File: src/rtl/dock_flag_pkg.sv
package dock_flag_pkg;
  // Number of stored flags (A, B, C) and the width of a select mask.
  localparam int NFLAG  = 3;
  localparam int MASK_W = 2 * NFLAG;
  localparam int PRED_W = 3;

  // Flag indices inside the packed flag vector.
  localparam int IDX_A = 0;
  localparam int IDX_B = 1;
  localparam int IDX_C = 2;

  typedef enum logic [PRED_W-1:0] {
    PC_A_LO  = 3'd0,
    PC_A_HI  = 3'd1,
    PC_B_LO  = 3'd2,
    PC_B_HI  = 3'd3,
    PC_RSVD  = 3'd4,
    PC_ZSET  = 3'd5,
    PC_ZCLR  = 3'd6,
    PC_ALWAYS = 3'd7
  } pred_code_e;
endpackage

File: src/rtl/dock_pred_eval.sv
module dock_pred_eval
  import dock_flag_pkg::*;
#(
  parameter int CODE_W = PRED_W
) (
  input  logic [CODE_W-1:0] code,
  input  logic              zero,
  input  logic              fa,
  input  logic              fb,
  output logic              hit
);
  always_comb begin
    unique case (pred_code_e'(code))
      PC_A_LO:   hit = !zero && !fa;
      PC_A_HI:   hit = !zero &&  fa;
      PC_B_LO:   hit = !zero && !fb;
      PC_B_HI:   hit = !zero &&  fb;
      PC_ZSET:   hit =  zero;
      PC_ZCLR:   hit = !zero;
      PC_ALWAYS: hit = 1'b1;
      default:   hit = 1'b0;  // reserved code never runs
    endcase
  end
endmodule

File: src/rtl/dock_flag_term_or.sv
module dock_flag_term_or #(
  parameter int NF = 3,
  localparam int MW = 2 * NF
) (
  input  logic [NF-1:0] old_flags,
  input  logic [MW-1:0] sel,
  output logic          nxt
);
  logic [MW-1:0] terms;

  // Even bit: flag true, odd bit: flag inverted.
  for (genvar i = 0; i < NF; i++) begin : g_term
    assign terms[2*i]   =  old_flags[i];
    assign terms[2*i+1] = ~old_flags[i];
  end

  assign nxt = |(terms & sel);
endmodule

File: src/rtl/dock_flag_pred.sv
module dock_flag_pred
  import dock_flag_pkg::*;
#(
  parameter logic RST_A = 1'b0,
  parameter logic RST_B = 1'b0,
  parameter logic RST_C = 1'b0
) (
  input  logic              clk,
  input  logic              rst,
  input  logic [PRED_W-1:0] pred_code,
  input  logic              zero_flag,
  input  logic              upd_en,
  input  logic [MASK_W-1:0] next_a_mask,
  input  logic [MASK_W-1:0] next_b_mask,
  input  logic              c_en,
  input  logic              c_val,
  output logic              pred_ok,
  output logic              flag_a,
  output logic              flag_b,
  output logic              flag_c
);
  localparam int NUPD = 2;  // flags A and B take mask updates

  logic [NFLAG-1:0]             flags_q;
  logic [NUPD-1:0][MASK_W-1:0]  masks;
  logic [NUPD-1:0]              upd_val;
  logic                         pred_hit;

  assign masks = {next_b_mask, next_a_mask};

  for (genvar k = 0; k < NUPD; k++) begin : g_upd
    dock_flag_term_or #(.NF(NFLAG)) u_or (
      .old_flags (flags_q),
      .sel       (masks[k]),
      .nxt       (upd_val[k])
    );
  end

  dock_pred_eval #(.CODE_W(PRED_W)) u_pred (
    .code (pred_code),
    .zero (zero_flag),
    .fa   (flags_q[IDX_A]),
    .fb   (flags_q[IDX_B]),
    .hit  (pred_hit)
  );

  always_ff @(posedge clk) begin
    if (rst) begin
      flags_q <= {RST_C, RST_B, RST_A};
      pred_ok <= 1'b0;
    end else begin
      pred_ok <= pred_hit;
      if (upd_en) begin
        flags_q[IDX_A] <= upd_val[0];
        flags_q[IDX_B] <= upd_val[1];
      end
      if (c_en) flags_q[IDX_C] <= c_val;
    end
  end

  assign flag_a = flags_q[IDX_A];
  assign flag_b = flags_q[IDX_B];
  assign flag_c = flags_q[IDX_C];


  rst_clear_chk: assert property (@(posedge clk)
    rst |=> (!pred_ok && flag_a == RST_A && flag_b == RST_B && flag_c == RST_C));


  always_run_chk: assert property (@(posedge clk) disable iff (rst)
    (pred_code == 3'd7) |=> pred_ok);


  rsvd_never_chk: assert property (@(posedge clk) disable iff (rst)
    (pred_code == 3'd4) |=> !pred_ok);


  zero_mask_chk: assert property (@(posedge clk) disable iff (rst)
    (upd_en && next_a_mask == '0) |=> !flag_a);


  pair_one_chk: assert property (@(posedge clk) disable iff (rst)
    (upd_en && next_b_mask[2] && next_b_mask[3]) |=> flag_b);


  c_load_chk: assert property (@(posedge clk) disable iff (rst)
    c_en |=> (flag_c == $past(c_val)));


  c_keep_chk: assert property (@(posedge clk) disable iff (rst)
    !c_en |=> $stable(flag_c));


  hold_ab_chk: assert property (@(posedge clk) disable iff (rst)
    !upd_en |=> ($stable(flag_a) && $stable(flag_b)));
endmodule

File: config.mk
export PLATFORM = sky130hd
export DESIGN_NAME = dock_flag_pred
export DESIGN_NICKNAME = d
export VERILOG_FILES = /design/src/rtl/dock_flag_pkg.sv /design/src/rtl/dock_pred_eval.sv /design/src/rtl/dock_flag_term_or.sv /design/src/rtl/dock_flag_pred.sv
export SDC_FILE = /design/constraint.sdc
export NUM_CORES = 1
export LEC_CHECK = 0
export BUFFER_PORTS_ARGS = -buffer_cell sky130_fd_sc_hd__buf_2
export CAP_MARGIN = 10
export CORE_AREA = 2 2 39 41
export DETAILED_ROUTE_END_ITERATION = 10
export DIE_AREA = 0 0 41 43
export SYNTH_ARGS = -nofsm -noshare
export SYNTH_HDL_FRONTEND = slang
export SYNTH_SLANG_ARGS = --single-unit
File: constraint.sdc
create_clock -name clk -period 1.1 [get_ports clk]
set_input_delay 0.11 -clock clk [delete_from_list [all_inputs] [get_ports clk]]
set_output_delay 0.11 -clock clk [all_outputs]
set_load 0.05 [all_outputs]
==> reports/metrics.cfg, run 1 <==
[status]
run_status=finished, final reports clean

[worst_setup_path]
critPathKind=register to output pin
cp.arrival_ns=0.90
path_buf_inv=1
cp.required_ns=0.99
critPathTopFamily=flip-flops
path_cells=buf_2
endpoint_kind=output pin
start_kind=register
path_max_fanout=7
crit_path_max_incr_delay_ns=0.38
slowest_stage=dfxtp_2

[synthesis]
synth_nets=49
ys.flop_type=dfxtp_1
ys_async_sr_fraction=0
yosysWarnings=0
synth_top_area_share=0.302
synth-edff-count=0
ys_ff_latch=4
synthDistinctLibCells=14
synth_common_cells=mux2i_1 (5), nor2_1 (5), dfxtp_1 (4)
synth_area_leaders=dfxtp_1 (30%), mux2i_1 (19%), nor3_2 (7.5%), o211a_1 (7.5%), nor2_1 (7.1%)
syn_area_um2=265
seq_area_frac_synth=0.302
yosysTopAreaCell=dfxtp_1
netlist_instances=28
syn_area_per_cell_um2=9.47

[power]
pwr-share-clk=0.368
intPower_uw=345
switchingPower_uw=155
seqPwrFrac=0.347
combPwrFrac=0.285
p_per_area_nw_per_um2=1160
p_leak_uw=0.000249
p_sw_frac=0.310
ir_worst_vdd_mv=0.472

[global_route]
grt.total_usage=0.100
grt_pass1_wl_um=1100
grt_max_degree=8
grt_pass1_vias=297
antenna_found_initial=0
grt_overflow=0

[route]
routedWlPerCell_um=9.76
vias=308
route.detailed.drc=0
drt_first_pass_iters=1
antenna_left=0
drt_iter0_markers=0
drt-total-wl_um=693
vias_per_cell=4.34

[timing]
hold_viol=0
drv_slew=0
max_slew_margin=0.832
grt_setup_unrepaired=no
final.setup.tns_ns=0
min_period_over_period=0.918
post-route-min-period_ns=1.01
max_freq_ghz=0.990
tightest_slew_ns=0.253
fin_worst_skew_ns=0.00228
setup-violations-final=0

[floorplanning]
num_rows=14
die_area_um2=1760
io_pins=25
start_util=0.192
die_x_um=41
die_y_um=43
core_region_area_um2=1380

[cts]
post-cts-setup-buffer-count=0
cts-buffers-inserted=3
cts_root_buf=clkbuf_4
holdBufCountCts=0
h-tree-depth=1
clk_pin_slew_ns=0.04
cts_tree=built
clock-sinks=4
clk_latency_ns=0.23
ctsResizeCount=0
clock_path_buffers=2

[layout]
drive_above_1_share=0.600
insertedDiodeCount=0
area_growth_syn_to_layout_pct=62.7
nets=78
fillCellCount=167
stdcell_area_um2=432

[placement]
placed_area_um2=409
place.gp.congestion=0.615
port_buffers=24

[job]
max-cap-violations=0

[hold_path]
min_path_type=input port to register

-- state kept, by name (all words and copies together), names as in the netlist --
register / count
flags_q: 3
pred_ok: 1
-- final timing paths --
kind	startpoint	endpoint	slack (ns)	cells after the start
setup / recovery	flags_q[0]	flag_a	0.09	1
hold / removal	rst	pred_ok	0.10	2
setup reg to reg	flags_q[0]	flags_q[0]	0.14	3
hold reg to reg	flags_q[2]	flags_q[2]	0.54	2
-- power by group through the flow --
stage / clock [uW] / combinational, uW / sequential [uW]
2_1_floorplan: 0 / 47.7 / 212
3_3_place_gp: 0 / 143 / 175
3_5_place_dp: 0 / 144 / 176
4_1_cts: 196 / 144 / 174
5_1_grt: 205 / 155 / 176
6_report: 184 / 142 / 173
-- metrics by stage --
step                std cells  total power, uW  setup slack, ns  hold slack [ns]  utilization
finish                     71              500           0.0902            0.103        0.312
detailed placement         68              320            0.141            0.352        0.296
floorplan                  28              260           0.0230            0.172            -
CTS                        71              515           0.0784           0.0985        0.312
global route               71              536           0.0550            0.110        0.312
global placement           68              319            0.161            0.356        0.296
-- cell usage in the layout (no fill, tap or decap), drive strengths merged --
cell type | Yosys | layout
and3b | 2 | 2
a221oi | 1 | 1
o21ai | 1 | 1
clkbuf | 0 | 3
mux2i | 5 | 5
o211a | 2 | 2
dfxtp | 4 | 4
nor2b | 1 | 1
inv | 1 | 1
a21o | 1 | 1
buf | 0 | 24
nor2 | 5 | 5
o21bai | 1 | 1
xor2 | 1 | 1
nor3 | 3 | 3
-- metal layers --
metal / GRT usage / part of all wire / vias to the layer above
met4: 0.120 / 0.027 / 0
met2: 0.131 / 0.49 / 16
met1: 0.109 / 0.38 / 133
met3: 0.0314 / 0.11 / 2
met5: 0 / 0 / -
li1: - / - / 157
-- final cells by class --
class | instances | area, um^2 | share of cell area
Multi-Input combinational cell | 23 | 181 | 0.420
Sequential cell | 4 | 83.8 | 0.194
Inverter | 1 | 3.75 | 0.00870
Clock buffer | 3 | 22.5 | 0.0522
Tap cell | 16 | 20.0 | 0.0464
Timing Repair Buffer | 24 | 120 | 0.278
-- cell families after synthesis --
group,share of synthesized area
buffers and inverters,0.0141
multiplexers,0.189
XOR/XNOR,0.0330
AO/OA/AOI/OAI,0.208
AND/OR/NAND/NOR,0.255
flip-flops,0.302
Note: power is estimated with default switching activity, not from simulation.
==> run 2: changes to the inputs <==
--- a/config.mk
+++ b/config.mk
@@ -10,6 +10,7 @@
 export CORE_AREA = 2 2 39 41
 export DETAILED_ROUTE_END_ITERATION = 10
 export DIE_AREA = 0 0 41 43
+export SETUP_SLACK_MARGIN = 0.1
 export SYNTH_ARGS = -nofsm -noshare
 export SYNTH_HDL_FRONTEND = slang
 export SYNTH_SLANG_ARGS = --single-unit
==> run 2 against run 1 <==
Compared with the run above:
- fmax up 4.4%
- sequential power about the same
- sequential share of layout area increased by 0.75 points
- non-clock buffer count unchanged
- first-iteration DRC count grew 3
- critical path type is now register to register
==> reports/metrics.cfg, run 2 (synthesis results as in run 1) <==
[layout]
seqCellArea_um2=91.3
area_growth_syn_to_layout_pct=70.8
layout_common_cells=buf_2 (22), nor2_1 (5), mux2i_1 (5), clkbuf_4 (5)
drive_above_1_share=0.607
regMostFlops=flags_q
insertedDiodeCount=0
final_util=0.327
reg_top3=flags_q: 3 flops, pred_ok: 1 flops
final_common_cell=buf_2
fillCellCount=149
nets=78
largest_reg_flops=3
multiInputGateArea_um2=186

[power]
seqPwrFrac=0.331
p_sw_frac=0.305
switchingPower_uw=158
p_leak_uw=0.000252
p_per_area_nw_per_um2=1140
intPower_uw=360
combPwrFrac=0.285
ir_worst_vdd_mv=0.579
pwr-share-clk=0.385

[global_route]
antenna_found_initial=0
grt_pass1_vias=287
grt_overflow=0
grt.total_usage=0.102
grt_pass1_wl_um=1090
grt_max_degree=8

[floorplanning]
die_y_um=43
die_area_um2=1760
io_pins=25
core_region_area_um2=1380
num_rows=14
die_x_um=41
start_util=0.192

[route]
antenna_left=0
vias=327
drt-total-wl_um=715
drt_iter0_markers=3
routedWlPerCell_um=9.93
vias_per_cell=4.54
route.detailed.drc=0
drt_first_pass_iters=4

[placement]
place.gp.congestion=0.649
dp_hpwl_um=622
port_buffers=24
place_ws_ns=0.125

[worst_setup_path]
slowest_stage=dfxtp_4
crit_path_max_incr_delay_ns=0.36
endpoint_kind=register
critPathKind=register to register
critPathTopFamily=flip-flops
cp.depth=3
path_max_fanout=6
ff2ff_path_depth=3
cp.required_ns=1.24
cp.arrival_ns=1.11
path_buf_inv=0
start_kind=register
path_cells=xor2_1, a21o_1, a221oi_2

[timing]
drv_slew=0
post-route-min-period_ns=0.968
max_freq_ghz=1.03
setup-violations-final=0
setup_slack_ns=0.132
hold_ws_ns=0.110
min_period_over_period=0.880
fin_worst_skew_ns=0.00381
final.setup.tns_ns=0
grt_setup_unrepaired=yes
tightest_slew_ns=0.248
hold_viol=0
max_slew_margin=0.836

[cts]
clock-sinks=4
cts_root_buf=clkbuf_4
cts_tree=built
clock_path_buffers=2
cts-buffers-inserted=3
clk_latency_ns=0.23
clk_pin_slew_ns=0.04
h-tree-depth=1

[job]
max-cap-violations=0

[hold_path]
hold_depth=2
min_path_type=input port to register

[status]
run_status=finished, final reports clean

==> run 2: cell types whose count changed in the layout (fill, tap and decap cells not counted), sizes merged <==
| cell | previous run | this run |
|---|---|---|
| buf | 24 | 22 |
| clkbuf | 3 | 6 |
==> run 2: through the flow <==
stage / power (uW) / cells / cell area (um^2)
floorplan: 258 / 28 / 277
global placement: 316 / 68 / 417
detailed placement: 319 / 68 / 417
CTS: 526 / 72 / 443
global route: 557 / 72 / 453
finish: 518 / 72 / 453
==> run 2: path summary, 6_finish.rpt <==
check	start	to	slack, ns
worst min register to register	flags_q[2]	flags_q[2]	0.54
worst min-delay path	rst	flags_q[1]	0.11
worst max-delay path	flags_q[1]	pred_ok	0.13
worst max register to register	flags_q[1]	pred_ok	0.13
==> run 2: metal layers <==
layer / global-route usage / vias up / wire length, um
met3: 0.0314 / 2 / 52
met2: 0.147 / 15 / 365
met5: 0 / - / 0
met1: 0.0997 / 148 / 273
met4: 0.120 / 0 / 24
li1: - / 162 / -
==> run 2: power groups by stage <==
stage          combinational (uW)  clock, uW  sequential [uW]
6_report                      147        199              171
5_1_grt                       158        224              175
4_1_cts                       146        209              171
3_5_place_dp                  146          0              174
3_3_place_gp                  144          0              172
2_1_floorplan                47.6          0              210
==> run 2: final cells by class <==
type                       instances  share of cell area
multi-input combinational         23               0.412
timing repair buffer              24               0.276
sequential                         4               0.202
clock buffer                       4              0.0580
tap                               16              0.0442
inverter                           1             0.00829
==> run 2: what timing repair did <==
action | in CTS | in global routing
buffers inserted | 0 | 0
hold buffers | 0 | 0
resized for setup | 0 | 3
setup endpoints to repair | 0 | 3
==> run 3: changes to the inputs <==
--- a/config.mk
+++ b/config.mk
@@ -11,6 +11,7 @@
 export DETAILED_ROUTE_END_ITERATION = 10
 export DIE_AREA = 0 0 41 43
 export SETUP_SLACK_MARGIN = 0.1
+export SKIP_LAST_GASP = 1
 export SYNTH_ARGS = -nofsm -noshare
 export SYNTH_HDL_FRONTEND = slang
 export SYNTH_SLANG_ARGS = --single-unit
==> constraint.sdc (replaced) <==
create_clock -name clk -period 1 [get_ports clk]
set_input_delay 0.1 -clock clk [delete_from_list [all_inputs] [get_ports clk]]
set_output_delay 0.1 -clock clk [all_outputs]
set_load 0.05 [all_outputs]
==> run 3 against run 2 <==
Compared with the run above:
- non-clock buffer count is the same
- total power grew 13%
- via count shrank 3.1%
- routed wire length grew 5.9%
- global-route usage shrank 0.41 points
- clock skew shrank 0.0014 ns
- sequential share of layout area shrank 1.0 points
- flip-flop and latch count is the same
- combinational power grew 20%
- worst setup slack lost 0.094 ns
- cell count is the same
- clock power grew 9.5%
- critical path type unchanged
==> reports/metrics.cfg, run 3 (synthesis results as in run 1) <==
[cts]
cts-buffers-inserted=3
h-tree-depth=1
post-cts-setup-buffer-count=0
cts_root_buf=clkbuf_4
clock_path_buffers=2
clock-sinks=4
clk_latency_ns=0.23
cts_tree=built
clk_pin_slew_ns=0.04

[worst_setup_path]
cp.required_ns=1.14
r2r-end=pred_ok
ff2ff_path_depth=3
path_max_fanout=6
start_kind=register
r2r-start=flags_q[1]
cp.arrival_ns=1.10
r2r_setup_slack_ns=0.04
critPathKind=register to register
endpoint_kind=register

[placement]
dp_hpwl_um=629
port_buffers=24
placed_area_um2=417
place.gp.congestion=0.649

[floorplanning]
die_area_um2=1760
die_x_um=41
start_util=0.192
die_y_um=43
core_region_area_um2=1380
io_pins=25
num_rows=14

[global_route]
grt_pass1_wl_um=1050
grt_overflow=0
grt.total_usage=0.0983
grt_max_degree=8
antenna_found_initial=0
grt_pass1_vias=262

[timing]
fin_worst_skew_ns=0.00239
hold_viol=0
final.setup.tns_ns=0
drv_slew=0
max_slew_margin=0.900
min_period_over_period=0.962
tightest_slew_ns=0.145
post-route-min-period_ns=0.962
grt_setup_unrepaired=yes
max_freq_ghz=1.04
setup-violations-final=0

[status]
run_status=finished, final reports clean

[route]
drt_first_pass_iters=1
routedWlPerCell_um=10.5
antenna_left=0
vias=317
drt-total-wl_um=757
drt_iter0_markers=0
route.detailed.drc=0
vias_per_cell=4.40

[power]
ir_worst_vdd_mv=0.384
p_per_area_nw_per_um2=1230
p_leak_uw=0.000256
total_power_uw=586

[layout]
area_growth_syn_to_layout_pct=79.7
drive_above_1_share=0.661
largest_reg_flops=3
regMostFlops=flags_q
insertedDiodeCount=0
final_common_cell=buf_2
reg_top3=flags_q: 3 flops, pred_ok: 1 flops
nets=78
layout_common_cells=buf_2 (20), nor2_1 (5), clkbuf_4 (4)
stdcell_area_um2=477
final_util=0.344
fillCellCount=149

[job]
max-cap-violations=0

[hold_path]
min-delay-start=rst
hold_depth=2
hold_end=flags_q[1]
min_path_type=input port to register

==> run 3: cell types whose count changed in the layout (fill, tap and decap cells not counted) <==
cell and change:
nor2b_1 -1, clkbuf_4 -1, buf_2 -2, buf_4 +2, nor2b_4 +1, mux2i_2 +2, buf_6 +1, mux2i_1 -2
==> run 3: routing by layer <==
metal / up-vias / track usage / part of all wire
li1: 160 / - / -
met1: 138 / 0.109 / 0.41
met2: 17 / 0.125 / 0.49
met3: 2 / 0.0314 / 0.078
met4: 0 / 0.120 / 0.025
met5: - / 0 / 0
==> run 3: through the flow <==
stage	instances	hold slack [ns]	worst slack, ns
floorplan	28	0.160	0.0110
global placement	68	0.345	0.0578
detailed placement	68	0.353	0.00357
CTS	72	0.108	0.0329
global route	72	0.103	0.0226
finish	72	0.113	0.0381
==> run 3: cell type report <==
cell class / instances / area [um^2] / area share
clock buffers: 4 / 26.3 / 0.0551
well taps: 16 / 20.0 / 0.0420
flip-flops and latches: 4 / 91.3 / 0.192
inverters: 1 / 3.75 / 0.00787
multi-input cells: 23 / 201 / 0.423
repair buffers: 24 / 134 / 0.281
==> run 3: worst max-delay path, cell delays in order, from the launching register on <==
cell	delay (ns)
dfxtp_4	0.36
xor2_1	0.14
a21o_1	0.16
a221oi_2	0.21
==> run 3: worst max path at each step <==
stage / from / to / cells past startpoint
6_report: flags_q[1] / pred_ok / 3
5_1_grt: flags_q[1] / pred_ok / 3
4_1_cts: flags_q[1] / pred_ok / 3
3_5_place_dp: flags_q[0] / pred_ok / 3
3_3_place_gp: flags_q[0] / flags_q[0] / 3
2_1_floorplan: flags_q[0] / flags_q[0] / 3
==> run 3: where the power goes <==
group | internal, uW | total (uW) | switching, uW
Clock | 150 | 218 | 67.7
Combinational | 86.0 | 177 | 91.2
Sequential | 172 | 192 | 19.7
Total | 408 | 586 | 179
==> run 3: timing repair <==
| item | CTS | global route |
|---|---|---|
| endpoints found under the setup margin | 6 | 6 |
| cloned | 0 | 0 |
| pin swaps | 5 | 2 |
| gates resized for setup | 5 | 4 |
| hold buffers | 0 | 0 |
